<file path="src/rtl/lfsr_stream_pkg.sv">
package lfsr_stream_pkg;

  localparam int WordBits  = 32;
  localparam int LaneCount = WordBits / 8;

  typedef struct packed {
    logic load;     // take a new seed
    logic advance;  // beat accepted, move generator on
  } strobeT;

  // one 16-bit step of the generator
  function automatic logic [WordBits-1:0] halfStep(input logic [WordBits-1:0] s);
    logic [15:0] fb;
    fb = s[31:16] ^ s[29:14] ^ s[25:10] ^ s[24:9];
    return {s[15:0], fb};
  endfunction

endpackage

</file>
<file path="src/rtl/lfsr_stream_cfg.sv">
module lfsr_stream_cfg
  import lfsr_stream_pkg::*;
#(
  parameter int LenWidth  = 26,
  parameter int AddrWidth = 4
) (
  input  logic                 clk,
  input  logic                 rstN,
  input  logic                 startIn,
  input  logic [WordBits-1:0]  seedIn,
  input  logic [LenWidth-1:0]  lenIn,
  input  logic                 regWrEn,
  input  logic [AddrWidth-1:0] regAddr,
  input  logic [WordBits-1:0]  regWrData,
  output logic                 startReq,
  output logic [WordBits-1:0]  reqSeed,
  output logic [LenWidth-1:0]  reqLen
);

  localparam logic [AddrWidth-1:0] SeedOffset = AddrWidth'(0);
  localparam logic [AddrWidth-1:0] LenOffset  = AddrWidth'(4);
  localparam logic [AddrWidth-1:0] GoOffset   = AddrWidth'(8);

  logic [WordBits-1:0] seedReg;
  logic [LenWidth-1:0] lenReg;
  logic                regStart;

  always_ff @(posedge clk) begin
    if (!rstN) begin
      seedReg <= '0;
      lenReg  <= '0;
    end else if (regWrEn) begin
      if (regAddr == SeedOffset) seedReg <= regWrData;
      if (regAddr == LenOffset)  lenReg  <= regWrData[LenWidth-1:0];
    end
  end

  assign regStart = regWrEn && (regAddr == GoOffset) && regWrData[0];

  // pin start takes priority over a register start
  always_comb begin
    startReq = startIn || regStart;
    if (startIn) begin
      reqSeed = seedIn;
      reqLen  = lenIn;
    end else begin
      reqSeed = seedReg;
      reqLen  = lenReg;
    end
  end

endmodule

</file>
<file path="src/rtl/lfsr_stream_ctrl.sv">
module lfsr_stream_ctrl
  import lfsr_stream_pkg::*;
#(
  parameter int LenWidth = 26
) (
  input  logic                 clk,
  input  logic                 rstN,
  input  logic                 startReq,
  input  logic [LenWidth-1:0]  reqLen,
  input  logic                 ready,
  output logic                 valid,
  output logic                 last,
  output logic [LaneCount-1:0] keep,
  output logic                 busy,
  output strobeT               strobe
);

  localparam logic [LenWidth-1:0] LaneBytes = LenWidth'(LaneCount);

  logic                busyR;
  logic [LenWidth-1:0] remaining;
  logic                finalBeat;

  assign finalBeat      = remaining <= LaneBytes;
  assign strobe.load    = startReq && !busyR && (reqLen != '0);
  assign strobe.advance = busyR && ready;

  always_ff @(posedge clk) begin
    if (!rstN) begin
      busyR     <= 1'b0;
      remaining <= '0;
    end else if (strobe.load) begin
      busyR     <= 1'b1;
      remaining <= reqLen;
    end else if (strobe.advance) begin
      if (finalBeat) begin
        busyR     <= 1'b0;
        remaining <= '0;
      end else begin
        remaining <= remaining - LaneBytes;
      end
    end
  end

  // lane i is kept when more than i bytes remain
  for (genvar lane = 0; lane < LaneCount; lane++) begin : gKeep
    assign keep[lane] = busyR && (remaining > LenWidth'(lane));
  end

  assign valid = busyR;
  assign busy  = busyR;
  assign last  = busyR && finalBeat;

endmodule

</file>
<file path="src/rtl/lfsr_stream_dp.sv">
module lfsr_stream_dp
  import lfsr_stream_pkg::*;
#(
  parameter logic [WordBits-1:0] DefaultSeed = 32'hACE1_2468
) (
  input  logic                clk,
  input  logic                rstN,
  input  strobeT              strobe,
  input  logic [WordBits-1:0] reqSeed,
  output logic [WordBits-1:0] word
);

  logic [WordBits-1:0] state;
  logic [WordBits-1:0] seedFixed;

  assign seedFixed = (reqSeed == '0) ? DefaultSeed : reqSeed;

  always_ff @(posedge clk) begin
    if (!rstN) begin
      state <= DefaultSeed;
    end else if (strobe.load) begin
      state <= seedFixed;
    end else if (strobe.advance) begin
      state <= halfStep(halfStep(state));
    end
  end

  assign word = state;

endmodule

</file>
<file path="src/rtl/lfsr_stream_src.sv">
module lfsr_stream_src
  import lfsr_stream_pkg::*;
#(
  parameter int                  LenWidth    = 26,
  parameter int                  AddrWidth   = 4,
  parameter logic [WordBits-1:0] DefaultSeed = 32'hACE1_2468
) (
  input  logic                 clk,
  input  logic                 rstN,
  input  logic                 startIn,
  input  logic [WordBits-1:0]  seedIn,
  input  logic [LenWidth-1:0]  lenIn,
  input  logic                 regWrEn,
  input  logic [AddrWidth-1:0] regAddr,
  input  logic [WordBits-1:0]  regWrData,
  output logic                 mAxisTvalid,
  input  logic                 mAxisTready,
  output logic [WordBits-1:0]  mAxisTdata,
  output logic [LaneCount-1:0] mAxisTkeep,
  output logic                 mAxisTlast,
  output logic                 busy
);

  logic                startReq;
  logic [WordBits-1:0] reqSeed;
  logic [LenWidth-1:0] reqLen;
  strobeT              strobe;

  lfsr_stream_cfg #(.LenWidth(LenWidth), .AddrWidth(AddrWidth)) uCfg (
    .clk(clk), .rstN(rstN),
    .startIn(startIn), .seedIn(seedIn), .lenIn(lenIn),
    .regWrEn(regWrEn), .regAddr(regAddr), .regWrData(regWrData),
    .startReq(startReq), .reqSeed(reqSeed), .reqLen(reqLen)
  );

  lfsr_stream_ctrl #(.LenWidth(LenWidth)) uCtrl (
    .clk(clk), .rstN(rstN),
    .startReq(startReq), .reqLen(reqLen), .ready(mAxisTready),
    .valid(mAxisTvalid), .last(mAxisTlast), .keep(mAxisTkeep),
    .busy(busy), .strobe(strobe)
  );

  lfsr_stream_dp #(.DefaultSeed(DefaultSeed)) uDp (
    .clk(clk), .rstN(rstN),
    .strobe(strobe), .reqSeed(reqSeed), .word(mAxisTdata)
  );

endmodule

</file>
<file path="config.mk">
export PLATFORM = sky130hd
export DESIGN_NAME = lfsr_stream_src
export DESIGN_NICKNAME = d
export VERILOG_FILES = /design/src/rtl/lfsr_stream_pkg.sv /design/src/rtl/lfsr_stream_cfg.sv /design/src/rtl/lfsr_stream_ctrl.sv /design/src/rtl/lfsr_stream_dp.sv /design/src/rtl/lfsr_stream_src.sv
export SDC_FILE = /design/constraint.sdc
export NUM_CORES = 1
export LEC_CHECK = 0
export BUFFER_PORTS_ARGS = -buffer_cell sky130_fd_sc_hd__buf_2
export CAP_MARGIN = 20
export CORE_MARGIN = 2
export CORE_UTILIZATION = 50
export CTS_CLUSTER_SIZE = 14
export DETAILED_ROUTE_END_ITERATION = 10
export GPL_ROUTABILITY_DRIVEN = 0
export PLACE_DENSITY = 0.83
export SYNTH_ARGS = -nofsm -noshare
export SYNTH_HDL_FRONTEND = slang
export SYNTH_HIERARCHICAL = 1
export SYNTH_SLANG_ARGS = --single-unit
</file>
<file path="constraint.sdc">
create_clock -name clk -period 2.55 [get_ports clk]
set_input_delay 0.1275 -clock clk [delete_from_list [all_inputs] [get_ports clk]]
set_output_delay 0.1275 -clock clk [all_outputs]
set_load 0.01 [all_outputs]
</file>
* Word-level counts from Yosys, hierarchy flattened
Index checks and enable logic that the tools add are counted. W data, S select, Z words.
Word-level totals: register bits 117, latch bits 0, RAM bits 0, bits in read-only memories 0, input bits 99, logic and storage cells 50, memories kept 0
Cells by class: $add $sub $neg 1, $mul 0, div/mod/pow operators 0, $lt $le $gt $ge 5, eq/ne operators 2, shift operators 0, mux-type cells 11, bitwise logic cells 6, reductions and logical operators 20
Operator list (number):
- $mux W32 | 4
- $mux W26 | 4
- $xor A16 B16 Y16 | 6
- $gt A26 B1 Y1 const B | 2
- $gt A26 B2 Y1 const B | 2
- $logic_not A32 Y1 | 1
- $le A26 B3 Y1 const B | 1
- $reduce_bool A26 Y1 | 1
- $sub A26 B3 Y26 const B | 1
- $logic_and A1 B1 Y1 | 10
- $reduce_and A2 Y1 | 3
- $eq A4 B3 Y1 const B | 1
- $eq A4 B4 Y1 const B | 1
- $logic_not A4 Y1 | 1
- $reduce_bool A2 Y1 | 2
- $mux W1 | 3
- $logic_not A1 Y1 | 1
- $logic_or A1 B1 Y1 | 1

* Depth between registers and ports, before layout
depth after elaboration 8, gate-level depth with buffers 12, mapped depth without buffers 8

* Cells and area by module
The synthesis kept the hierarchy.
Modules (own cells, without submodules):
- lfsr_stream_cfg | instances 1, cells an instance 292, area each 2965.3 um^2, seq. area each 1161.1 um^2
- lfsr_stream_dp | instances 1, cells an instance 279, area each 2462.4 um^2, seq. area each 640.6 um^2
- lfsr_stream_ctrl | instances 1, cells an instance 243, area each 1865.5 um^2, seq. area each 540.5 um^2

* Least setup slack after synthesis
Ideal clock, no wire load.
path kind input -> register, from input startIn, to register uDp.state[24], in the netlist uDp/word[24], library setup time 116 ps, data arrival time 2495 ps, required time 2434 ps, slack -61 ps, stages on the path 11, cells stage by stage buf_2 buf_2 mux2_2 nor4_1 nand4_1 o21ai_0 clkinv_1 clkbuf_1 clkbuf_1 clkbuf_1 o211a_1
RTL lines:
- start: declaration | line lfsr_stream_src.sv:10 | input logic startIn,
- end signal: assignment | line lfsr_stream_dp.sv:20 | state <= DefaultSeed;
- end signal: assignment | line lfsr_stream_dp.sv:22 | state <= seedFixed;
- end signal: assignment | line lfsr_stream_dp.sv:24 | state <= halfStep(halfStep(state));
- end: declaration | line lfsr_stream_dp.sv:13 | logic [WordBits-1:0] state;

==> impl_metrics.tcl <==
set metrics [dict create \
    power_frac_seq_pct 33.9 \
    drive_above_1_share_pct 28.96 \
    synth_top_flop_cell "dfxtp_1" \
    grt_pass1_wl_mm 31.50 \
    die_h_um 124.8 \
    crit_type "reg2reg" \
    first_pass_iters 6 \
    maxCapViolCount 0 \
    grt_pass1_vias 6127 \
    clockPowerShare_pct 40.3 \
    async_flop_share_pct 0 \
    path_delay_family "simple AND/OR/NAND/NOR gates" \
    yosysWarningCount 6 \
    htree_levels 4 \
    track_usage_pct 25.14 \
    hold_path.class "in2reg" \
    synth_commonest_cells "nand2_1 (139), dfxtp_1 (117), xnor2_1 (69)" \
    worstMarginPinSlew_ps 567.6 \
    coreArea_um2 14370 \
    wire_per_inst_um 18.01 \
    setup_viol 0 \
    drt_iter0_markers 742 \
    slew_headroom_pct 62.16 \
    timing.final.crit_period_ps 2439 \
    clockBufferDepth 2 \
    ys_seq_area_share_pct 32.12 \
    worst_ep_arrival_time_ps 2790 \
    power_density_nw_per_um2 715.5 \
    clock_sinks 117 \
    netlist_area_um2 7293 \
    die_width_um 124.8 \
    cts_tree "done" \
    drt.antenna.violating_nets 0 \
    rows 44 \
    die_area_um2 15570 \
    finish.net_count 1035 \
    path_cells "mux2_2, nor4_1, nand3_1, o21ai_2, clkinv_1, buf_4, a211oi_1, a21oi_1, nor2b_1" \
    worst_slack_ps 110.8 \
    pwr-share-comb_pct 25.8 \
    drt-vias-per-instance 5.707 \
    synth.area.top_cells "dfxtp_1 (32%), mux2_2 (9.0%), xnor2_1 (8.3%)" \
    status "finished, final reports clean" \
    fin_crit_sh_pct 95.65 \
    critPathRequiredTime_ps 2900 \
    cp-end-kind "flop" \
    p_leak_nw 3.758 \
    startpoint_type "flop" \
    clk_pin_slew_ps 50 \
    netlist_instances 814 \
    critPathSlowestCell "nor4_1" \
    p_int_mw 4.469 \
    synth.distinct_cells 62 \
    netlist.area_leader.share_pct 32.12 \
    pre_cts_ws_ps -1.085 \
    synth_edf_count 0 \
    grt_start_max_net_pins 40 \
    synth.most_common_cell "nand2_1" \
    cts-root-buf "clkbuf_16" \
    postSynthAreaPerCell_um2 8.960 \
    path_max_fanout 24 \
    initial_core_util_pct 50.76 \
    overflow 0 \
    post_cts_buffers 0 \
    areaGrowthSynthToFinish_pct 20.40 \
    clock_skew_ps 10.68 \
    dpl.hpwl_mm 14.15 \
    yosysTopAreaCell "dfxtp_1" \
    numPortBuffers 137 \
    antenna_found_initial 0 \
    final-hold-violation-count 0 \
    fin_total_pwr_mw 6.283 \
    p_sw_share_pct 28.87 \
    max_freq_ghz 0.4100 \
    drcViolationCount 0 \
    cpPeakStageDelay_ps 490 \
    insertion_delay_ps 420 \
    power_switching_mw 1.814 \
    ios 138 \
    worst-path-buf-inv 2 \
    slew_viol_final 0 \
    numCtsBuffers 17 \
    vias 6449 \
    synth_seq_cells 117 \
    n_antenna_cell 0 \
    drt_wl_total_mm 20.35 \
    irDropWorstVdd_uv 478.3 \
    syn_nets 915 \
]
flip-flops by register name, indices dropped and copies added, names as in the netlist:
name and flops:
uCfg/lenReg 26, uCfg/seedReg 32, uCtrl/busy 1, uCtrl/remaining 26, uDp/word 32
layer usage:
layer  wire length, µm  up-vias  track usage [%]
met5                 0        -                0
met4               618        0            10.77
met3              1104       45            4.467
met2              9377      271            39.22
met1              9248     3036            34.24
li1                  -     3097                -
metrics by stage:
| stage | cells | TNS, ps | hold WS [ps] | cell area (µm²) | utilization [%] |
|---|---|---|---|---|---|
| CTS | 1130 | 0 | 2.977 | 8748 | 60.88 |
| finish | 1130 | 0 | 10.16 | 8781 | 61.11 |
| global route | 1130 | -0.4998 | 13.22 | 8781 | 61.11 |
| detailed placement | 1089 | -1.085 | 384.8 | 8024 | 55.84 |
| global placement | 1089 | 0 | 385.0 | 8024 | 55.84 |
| floorplan | 814 | 0 | 269.6 | 7297 | - |
worst min-delay path: stages:
cell,delay (ps)
buf_2,100
nand2_1,80
mux2i_1,70
path summary, 6_finish.rpt:
| check | to | start | cells past startpoint | slack, ps |
|---|---|---|---|---|
| setup / recovery | uDp/word[28] | uCfg/lenReg[7] | 9 | 110 |
| setup reg to reg | uDp/word[28] | uCfg/lenReg[7] | 9 | 110 |
| hold reg to reg | uCfg/seedReg[22] | uCfg/seedReg[22] | 2 | 450 |
| hold / removal | uCfg/seedReg[22] | regWrData[22] | 3 | 10 |
power by group through the flow:
stage | Clock (mW) | Combinational (mW) | Sequential [mW]
2_1_floorplan | 0 | 1.20 | 2.10
6_report | 2.53 | 1.62 | 2.13
4_1_cts | 2.55 | 1.59 | 2.12
3_5_place_dp | 0 | 1.55 | 2.16
5_1_grt | 2.64 | 1.73 | 2.15
3_3_place_gp | 0 | 1.53 | 2.15
repair_timing:
action,4_1_cts,5_1_grt
setup endpoints to repair,0,4
endpoints found under the hold margin,12,0
gates resized for setup,0,5
hold buffers,10,0
cells by family after synthesis:
family                     after synthesis  synth area share [%]
and+or+nand+nor                        299                 20.55
adders and majority gates                2                0.3431
buffers and inverters                   79                 5.816
muxes                                  117                 17.05
DFF                                    117                 32.12
xor gates and xnor gates                93                 13.79
AOI/OAI and AO/OA                      107                 10.33
cell usage in the layout, fill, tap and decap left out, types with 4 or more instances in the layout:
cell | synthesis | routed
a21o_1 | 4 | 4
o211a_1 | 13 | 13
clkbuf_16 | 0 | 17
mux2i_1 | 59 | 59
nand3_1 | 23 | 23
inv_1 | 9 | 9
xnor2_2 | 4 | 4
o211ai_1 | 9 | 9
buf_4 | 2 | 21
o21ai_0 | 23 | 22
dlygate4sd3_1 | 0 | 10
a21oi_1 | 13 | 13
bufinv_16 | 0 | 4
a31oi_1 | 13 | 13
a211oi_1 | 13 | 13
nand2_1 | 139 | 139
o22ai_1 | 5 | 5
nor2_1 | 35 | 35
xnor2_1 | 69 | 69
xor3_1 | 4 | 4
mux2_2 | 58 | 58
nor2b_1 | 5 | 5
nor3_1 | 19 | 19
nor3_2 | 4 | 4
buf_2 | 11 | 136
nor4b_1 | 4 | 4
xor2_1 | 9 | 9
nand2b_1 | 14 | 14
nor4_1 | 22 | 21
dfxtp_1 | 117 | 117
xnor3_1 | 6 | 6
o31a_1 | 6 | 6
nand4_1 | 8 | 8
layout make-up:
class,count,area (µm²)
multi-input combinational,618,4564
clock buffer,22,474.2
tap,184,230.2
timing repair buffer,169,978.4
fill,1150,5588
sequential,117,2342
inverter,11,41.29
clock inverter,9,150.1
(Power assumes the default switching activity.)
